File: src/rtl/seg_addr_gen.sv
module seg_addr_gen (
  input  logic        clk,
  input  logic        rst_n,
  input  logic        in_valid,
  input  logic [1:0]  mod_sel,
  input  logic [2:0]  rm_sel,
  input  logic [15:0] disp,
  input  logic [15:0] reg_bx,
  input  logic [15:0] reg_bp,
  input  logic [15:0] reg_si,
  input  logic [15:0] reg_di,
  input  logic [15:0] seg_es,
  input  logic [15:0] seg_cs,
  input  logic [15:0] seg_ss,
  input  logic [15:0] seg_ds,
  input  logic        ovr_en,
  input  logic [1:0]  ovr_sel,
  output logic        out_valid,
  output logic [15:0] ea,
  output logic [1:0]  seg_used,
  output logic [19:0] pa,
  output logic        reg_operand
);

  logic [15:0] base_v, index_v, disp_v, ea_c, seg_val;
  logic [1:0]  seg_c;
  logic        is_mem, direct, bp_base;
  logic [19:0] pa_c;

  assign is_mem  = (mod_sel != 2'd3);
  assign direct  = (mod_sel == 2'd0) && (rm_sel == 3'd6);
  assign bp_base = (rm_sel == 3'd2) || (rm_sel == 3'd3) || ((rm_sel == 3'd6) && !direct);

  always_comb begin
    base_v  = 16'h0;
    index_v = 16'h0;
    case (rm_sel)
      3'd0: begin base_v = reg_bx; index_v = reg_si; end
      3'd1: begin base_v = reg_bx; index_v = reg_di; end
      3'd2: begin base_v = reg_bp; index_v = reg_si; end
      3'd3: begin base_v = reg_bp; index_v = reg_di; end
      3'd4: index_v = reg_si;
      3'd5: index_v = reg_di;
      3'd6: base_v = direct ? 16'h0 : reg_bp;
      default: base_v = reg_bx;
    endcase
  end

  always_comb begin
    case (mod_sel)
      2'd0:    disp_v = direct ? disp : 16'h0;
      2'd1:    disp_v = {{8{disp[7]}}, disp[7:0]};
      2'd2:    disp_v = disp;
      default: disp_v = 16'h0;
    endcase
  end

  assign ea_c  = base_v + index_v + disp_v;
  assign seg_c = ovr_en ? ovr_sel : (bp_base ? 2'd2 : 2'd3);

  always_comb begin
    case (seg_c)
      2'd0:    seg_val = seg_es;
      2'd1:    seg_val = seg_cs;
      2'd2:    seg_val = seg_ss;
      default: seg_val = seg_ds;
    endcase
  end

  assign pa_c = {seg_val, 4'h0} + {4'h0, ea_c};

  always_ff @(posedge clk or negedge rst_n) begin
    if (!rst_n) begin
      out_valid   <= 1'b0;
      ea          <= 16'h0;
      seg_used    <= 2'd0;
      pa          <= 20'h0;
      reg_operand <= 1'b0;
    end else begin
      out_valid <= in_valid;
      if (in_valid) begin
        ea          <= is_mem ? ea_c : 16'h0;
        seg_used    <= is_mem ? seg_c : 2'd0;
        pa          <= is_mem ? pa_c : 20'h0;
        reg_operand <= !is_mem;
      end
    end
  end

endmodule

File: config.mk
export PLATFORM = sky130hd
export DESIGN_NAME = seg_addr_gen
export DESIGN_NICKNAME = d
export VERILOG_FILES = /design/src/rtl/seg_addr_gen.sv
export SDC_FILE = /design/constraint.sdc
export NUM_CORES = 1
export LEC_CHECK = 0
export BUFFER_PORTS_ARGS = -buffer_cell sky130_fd_sc_hd__clkbuf_2
export CAP_MARGIN = 25
export CORE_ASPECT_RATIO = 1.4
export CORE_MARGIN = 1.5
export CORE_UTILIZATION = 35
export DETAILED_ROUTE_END_ITERATION = 6
export PLACE_DENSITY = 0.74
export SLEW_MARGIN = 20
export SYNTH_ARGS = -nofsm -noshare
export SYNTH_HDL_FRONTEND = slang
export SYNTH_SLANG_ARGS = --single-unit
File: constraint.sdc
create_clock -name clk -period 0.9 [get_ports clk]
set_input_delay 0.135 -clock clk [delete_from_list [all_inputs] [get_ports clk]]
set_output_delay 0.135 -clock clk [all_outputs]
set_load 0.02 [all_outputs]
After elaboration in Yosys (flattened, before gate mapping)
Index checks and enable logic that the tools add are counted.
Storage, ports and cells
  register bits after elaboration: 40
  output and inout port bits: 40
  word-level logic and storage cells: 43
Operators by class
  $add $sub $neg: 3
  eq/ne operators: 11
  mux-type cells: 11
  reductions and logical operators: 13
Operators with widths (count)
  $pmux 16 s3: 3
  $mux 16: 3
  $add 16x16->16: 2
  $pmux 16 s2: 1
  $add 20x16->20: 1
  $mux 20: 1
  $eq 3x3->1 const B: 3
  $eq 3x2->1 const B: 2
  $reduce_or 3->1: 2
  $eq 2x1->1 const B: 2
  $eq 2x2->1 const B: 2
  $logic_not 2->1: 2
  $mux 2: 2
  $reduce_or 2->1: 2
  $eq 3x1->1 const B: 1
  $logic_not 3->1: 1
  $logic_and 1x1->1: 2
  $logic_not 1->1: 2
  $logic_or 1x1->1: 2
  $ne 2x2->1 const B: 1
  $mux 1: 1

Longest topological paths before layout
Gate-level depths: netlist (run 1).
  word-level depth: 11
  gate-level depth with buffers: 25
  gate-level depth less buffers: 24

Least setup slack after synthesis (run 1)
No wires, ideal clock.
  path type: in2reg
  from: input rm_sel[2]
  to: register pa[15]
  library setup time: 0.121 ns
  arrival time: 4.568 ns
  required time: 0.779 ns
  path slack: -3.789 ns
  cell stages on the path: 22
  buffers on the path: 0
  cell sequence: nand2_1 > nor2_1 > nor3_1 > a21oi_1 > and2_1 > fa_1 > ha_1 > fa_1 > a21o_1 > a21oi_1 > xor2_1 > inv_1 > ha_1 > a21o_1 > a21oi_1 > o21ai_0 > o41ai_1 > o21bai_2 > nand4bb_4 > a21boi_2 > o31a_1 > a22o_1
On the way
  longest elaborated chain between the ends: 11
  elaborated cells on any way between the ends: 31
RTL lines
  start: declaration: line 6  | input logic [2:0] rm_sel,
  parallel branches: the longest is 9 deep, another holds $add 16x16->16
  $add 20x16->20 *: line 70  | assign pa_c = {seg_val, 4'h0} + {4'h0, ea_c};
  $mux 20 *: line 84  | pa <= is_mem ? pa_c : 20'h0;
  end signal: assignment: line 84
  end: declaration: line 21  | output logic [19:0] pa,
Every way passes the cells marked *.
A chain may end at the register's enable or synchronous reset.

Worst setup path in the final report (run 1)
  from: input rm_sel[0]
  to: register pa[14]
Same word-level chain as after synthesis.

==> results of run 1 <==
## sequential cells by signal (all words and copies together) (netlist names)
signal,cells
seg_used,2
ea,16
out_valid,1
pa,16
reg_operand,1
## final cells by class
cell class / instances / area, µm² / share of cell area [%]
multi-input combinational: 422 / 3880 / 47.2
clock buffer: 7 / 143 / 1.74
timing repair buffer: 394 / 2960 / 36.1
sequential: 36 / 901 / 11.0
inverter: 38 / 145 / 1.77
clock inverter: 1 / 7.51 / 0.0913
tap: 147 / 184 / 2.24
## worst max path at each step
stage                     endpoint  slack (ns)  cells after the start
after floorplan             pa[15]       -3.42                     22
after global placement      pa[16]       -3.78                     23
after detailed placement    pa[18]       -3.82                     22
after CTS                   pa[14]       -3.39                     24
after global routing        pa[18]       -3.69                     24
final                       pa[14]       -3.53                     22
## cell families after synthesis
kind of cell | Yosys count | synth area share, %
adders and majority gates | 43 | 15.4
xor gates and xnor gates | 18 | 3.64
buffers and inverters | 66 | 6.56
muxes | 37 | 9.13
DFF | 36 | 20.8
AOI/OAI and AO/OA | 167 | 27.7
and+or+nand+nor | 157 | 16.8
## cells in the mapped netlist, drive strengths merged (3+ instances only)
master | instances | area [µm²]
a21boi | 5 | 45.0
or3 | 3 | 18.8
and2 | 5 | 31.3
mux2 | 20 | 225
a22o | 22 | 193
nand3 | 11 | 55.1
nor3 | 7 | 35.0
buf | 12 | 81.3
ha | 26 | 325
a21o | 15 | 113
a211oi | 6 | 55.1
o2bb2ai | 4 | 35.0
o211ai | 5 | 42.5
dfrtp | 36 | 901
clkbuf | 16 | 60.1
nor2 | 31 | 116
fa | 17 | 340
xnor2 | 12 | 105
nand2 | 78 | 293
o21ai | 37 | 193
xor2 | 6 | 52.6
nor2b | 5 | 31.3
mux2i | 17 | 170
a22oi | 17 | 128
a21oi | 34 | 170
inv | 38 | 143
## timing repair
action | 4_1_cts | 5_1_grt
gates resized for setup | 158 | 93
pin swaps | 72 | 49
hold buffers | 1 | 0
setup buffers | 61 | 24
setup endpoints to repair | 74 | 75
hold endpoints to repair | 25 | 0
## metal layers
layer  routed length, µm  vias up  global-route usage (%)
met4                 804        0                    10.8
met2               10100      236                    50.4
met1                6450     2652                    26.8
li1                    -     2621                       -
met5                   0        -                       0
met3                 817       64                    2.69
## where the power goes
group          switching, mW  internal (mW)  total [mW]  leakage [nW]
Sequential             0.488           2.22        2.70         0.452
Combinational           7.27           8.79        16.1          3.63
Clock                  0.678           1.10        1.78        0.0701
Total                   8.44           12.1        20.5          4.16
## stage by stage
step	cells	setup TNS [ns]	utilization (%)	worst slack (ns)	hold slack (ns)
after CTS	1033	-77.21	66.0	-3.39	0.231
after detailed placement	968	-85.57	54.8	-3.82	0.0172
after floorplan	524	-73.91	-	-3.42	-0.161
after global routing	1045	-84.62	68.9	-3.69	0.242
final	1045	-79.85	68.9	-3.53	0.247
after global placement	968	-83.97	54.8	-3.78	0.0223
==> out/results.tsv, run 1 <==
stage	metric	value	unit
setup_path	worst-path-buf-inv	3	
grt	grt_first_pass_wirelength	26.8	mm
job	cap_violations	0	
clock_network	cts_made_buffers	5	
run_status	violations	setup timing	
power_and_ir_drop	ir_drop	1.41	mV
setup_path	startpoint	rm_sel[0]	
die	io_pins	195	
timing	layout_setup_ws	-3.53	ns
synth	ys.flop_type	dfrtp_1	
setup_path	arrival	4.59	ns
synth	synth_area_per_cell	8.26	µm²
clock_network	worstSkewPairLatency	0.29	ns
synth	netlist_instances	524	
setup_path	required	1.07	ns
clock_network	cts_buffer_depth	2	
route	wirelength	18.2	mm
grt	grt-ovfl-total	0	
die	fp.dieH	135	µm
setup_path	slowest_stage	fa_1	
finish	mostFrequentLayoutCells	buf_4, clkbuf_2, nand2_1	
setup_path	worstReg2RegEnd	ea[3]	
synth	synth_seq_area_share	20.8	%
setup_path	reg2reg_slack	-0.07	ns
setup_path	rr_worst_depth	2	
route	antenna_left	0	
route	vias_per_cell	5.33	
setup_path	crit_path_max_fanout	5	
grt	antenna_found_initial	0	
timing	max_freq	0.226	GHz
die	core_area	11900	µm²
placement	dpl_cell_area	6540	µm²
placement	io_buffers	194	
finish	drive_gt1_share	61.1	%
grt	grt_pass1_vias	5733	
power_and_ir_drop	finalPower	20.5	mW
timing	slew_violations	0	
setup_path	worst_path_most_repeated_cell	a211oi_2	
timing	rsz0062_at_grt	true	
synth	synth_edf_count	0	
synth	async_reset_ff_share	100	%
route	first_pass_iters	5	
finish	final_common_cell	buf_4	
die	start_util	36.3	%
placement	place_hpwl	12.5	mm
setup_path	crit_path_start_kind	input port	
finish	antenna_cells	0	
setup_path	critPathTopFamily	compound AO/OA/AOI/OAI gates	
min_path	hp-class	in -> async	
clock_network	cts_sinks	36	
finish	syn2layout_area_growth	89.8	%
finish	stdcell_area	8220	µm²
timing	tightest_slew	0.512	ns
route	dr.first_iter.drc_count	235	
die	row_count	47	
die	dieArea	13100	µm²
finish	nNetsFinal	1095	
synth	synth_nets	722	
clock_network	cts_tree	built	
power_and_ir_drop	powerDensity	2500	nW/µm²
setup_path	timing.rr.start	ea[3]	
timing	relSlewSlack	65.5	%
setup_path	worstSetupPathType	in -> reg	
clock_network	htree_levels	2	
route	dr_total_vias	5573	
setup_path	path_cells	clkbuf_16 -> o21bai_4 -> a21boi_4 -> a22oi_2 -> fa_1 -> inv_2 -> buf_4 -> fa_2 -> a211oi_2 -> o21ai_2 -> a21o_1 -> a211oi_2 -> nor2_4 -> ha_4 -> nor2_4 -> a211oi_2 -> a21bo_1 -> mux2i_2 -> o2111ai_2 -> and2_4 -> xnor2_1 -> a22o_1	
power_and_ir_drop	leakage	4.16	nW
timing	hold_viol_final	0	
synth	ys_types	65	
grt	grt_usage	25.4	%
clock_network	cts_root_buf	clkbuf_16	
timing	fin_crit	4.43	ns
finish	fillers	880	
placement	gp_congestion	0.916	
timing	fin_crit_sh	492	%
synth	syn_area	4330	µm²
timing	clock_skew	0	ns
synth	synth-seq-cells	36	
synth	ys_warn_count	0	
route	drcViolationCount	0	
route	wl_per_cell	17.4	µm
clock_network	path_clk_slew	0.06	ns
die	die_w	97.0	µm
timing	finalSetupViolCount	73	
setup_path	crit_path_end_kind	flop	
grt	grt_max_degree	24	
run_status	status	finished with violations	
setup_path	max_stage_delay	0.51	ns
Note: power is estimated with default switching activity, not from simulation.
==> inputs of run 2 (changes only) <==
--- a/config.mk
+++ b/config.mk
@@ -11,5 +11,5 @@
 export CORE_MARGIN = 1.5
-export CORE_UTILIZATION = 35
+export CORE_UTILIZATION = 49
 export DETAILED_ROUTE_END_ITERATION = 6
-export PLACE_DENSITY = 0.74
+export PLACE_DENSITY = 0.95
 export SLEW_MARGIN = 20
==> constraint.sdc (replaced) <==
create_clock -name clk -period 4.6 [get_ports clk]
set_input_delay 0.69 -clock clk [delete_from_list [all_inputs] [get_ports clk]]
set_output_delay 0.69 -clock clk [all_outputs]
set_load 0.05 [all_outputs]
==> out/results.tsv, run 2 (synthesis results as in run 1) <==
stage	metric	value	unit
run_status	status	finished with violations	
run_status	violations	setup timing	
grt	grt_pass1_vias	5860	
setup_path	crit_path_max_fanout	4	
route	wl_per_cell	22.5	µm
timing	slew_violations	0	
placement	gp_congestion	1.01	
setup_path	crit_path_end_kind	flop	
finish	drive_gt1_share	50.7	%
route	vias_per_cell	6.42	
timing	hold_viol_final	0	
timing	whs	0.510	ns
clock_network	cts_made_buffers	5	
grt	grt_first_pass_wirelength	30.2	mm
job	cap_violations	0	
timing	rsz0062_at_grt	true	
grt	grt-ovfl-total	0	
setup_path	worst_path_most_repeated_cell	a21oi_2	
die	fp.dieH	114	µm
finish	syn2layout_area_growth	57.0	%
timing	fin_tns_setup	-6.15	ns
finish	nNetsFinal	1012	
placement	io_buffers	194	
power_and_ir_drop	powerDensity	572	nW/µm²
timing	finalSetupViolCount	11	
route	dr.first_iter.drc_count	633	
clock_network	path_clk_slew	0.05	ns
timing	relSlewSlack	35.1	%
placement	place_hpwl	12.8	mm
die	core_area	8560	µm²
placement	dpl_worst_slack	-0.792	ns
clock_network	cts_root_buf	clkbuf_16	
clock_network	cts_sinks	36	
timing	layout_setup_ws	-0.888	ns
power_and_ir_drop	leakage	3.58	nW
setup_path	slowest_stage	o41ai_4	
die	start_util	50.6	%
setup_path	path_cells	clkbuf_16 -> nand2_8 -> nor2_4 -> nor3_2 -> a21oi_2 -> buf_4 -> and2_4 -> fa_1 -> ha_4 -> fa_2 -> a21o_1 -> a21oi_2 -> xor2_2 -> inv_1 -> ha_1 -> a21o_1 -> a21oi_2 -> o21ai_2 -> o41ai_4 -> o21bai_4 -> buf_6 -> nor2_2 -> or3_1 -> a32o_1	
power_and_ir_drop	finalPower	3.89	mW
timing	tightest_slew	0.974	ns
route	drcViolationCount	0	
route	wirelength	20.6	mm
clock_network	worstSkewPairLatency	0.29	ns
finish	utilization	79.4	%
power_and_ir_drop	ir_drop	0.529	mV
finish	mostFrequentLayoutCells	clkbuf_2, buf_4, nand2_1	
min_path	hp-class	reg -> reg	
route	dr_total_vias	5902	
die	dieArea	9420	µm²
die	io_pins	195	
grt	grt_usage	43.8	%
route	antenna_left	0	
setup_path	arrival	5.66	ns
grt	grt_max_degree	37	
timing	fin_crit	5.49	ns
clock_network	cts_tree	built	
timing	clock_skew	0	ns
setup_path	worstSetupPathType	in -> reg	
route	first_pass_iters	7	
grt	antenna_found_initial	1	
finish	antenna_cells	0	
finish	reg.largest.list	ea: 16 flops, pa: 16 flops, seg_used: 2 flops	
die	row_count	40	
die	die_w	82.5	µm
timing	max_freq	0.182	GHz
setup_path	crit_path_start_kind	input port	
setup_path	max_stage_delay	0.53	ns
clock_network	htree_levels	2	
timing	fin_crit_sh	119	%
clock_network	cts_buffer_depth	2	
setup_path	required	4.77	ns
finish	final_common_cell	clkbuf_2	
[run 2: cell types whose count changed in the layout (fill, tap and decap cells not counted), moves of 6 or more]
| cell | previous run | this run |
|---|---|---|
| clkbuf_8 | 26 | 1 |
| buf_6 | 44 | 4 |
| a21oi_1 | 20 | 26 |
| a22oi_2 | 8 | 0 |
| clkbuf_2 | 149 | 191 |
| buf_4 | 169 | 112 |
| a22oi_1 | 9 | 17 |
| inv_2 | 10 | 1 |
| ha_4 | 16 | 8 |
| inv_1 | 27 | 36 |
| ha_1 | 7 | 16 |
[run 2: per-layer routing]
layer  GRT usage [%]  vias up  routed length, µm
li1                -     2453                  -
met1            42.3     2738               6430
met2            71.4      506               9890
met3            17.5      205               2120
met4            34.5        0               2200
met5            2.94        -                  0
[run 2: final cells by class]
cell class,instances,area [µm²]
tap,105,131
clock buffer,6,129
inverter,38,145
clock inverter,1,5.00
fill,507,1760
multi-input combinational,422,3570
timing repair buffer,311,1910
sequential,36,901
[run 2: worst paths after layout]
| path | start | endpoint | slack (ns) | cells after the start |
|---|---|---|---|---|
| min in group asynchronous | rst_n | ea[0] | 0.53 | 1 |
| worst max register to register | pa[18] | pa[18] | 3.59 | 2 |
| max in group asynchronous | rst_n | pa[7] | 3.44 | 1 |
| worst min-delay path | ea[10] | ea[10] | 0.51 | 1 |
| worst min register to register | ea[10] | ea[10] | 0.51 | 1 |
| worst max-delay path | rm_sel[1] | pa[13] | -0.89 | 24 |
[run 2: where the power goes]
| part | internal, mW | switching [mW] |
|---|---|---|
| clock | 0.197 | 0.135 |
| sequential | 0.434 | 0.0977 |
| combinational | 1.25 | 1.77 |
| total | 1.89 | 2.00 |
[run 2: metrics by stage]
stage	instances	cell area, µm²
6_report	919	6800
4_1_cts	912	6580
2_1_floorplan	524	4400
3_5_place_dp	883	6020
5_1_grt	919	6800
3_3_place_gp	883	6020
[run 2: critical path, delay by kind of cell]
kind	cells	cell delay [ns]
AOI/OAI and AO/OA	9	2.13
adders and majority gates	4	1.42
and+or+nand+nor	6	0.73
buffers and inverters	4	0.47
xor gates and xnor gates	1	0.21
[run 2: repair_timing]
action                     in CTS  in global routing
pin swaps                      43                 33
gates resized for setup        52                 31
hold buffers                    0                  0
setup endpoints to repair       8                 11
cloned                          0                  0
buffers inserted               22                 11
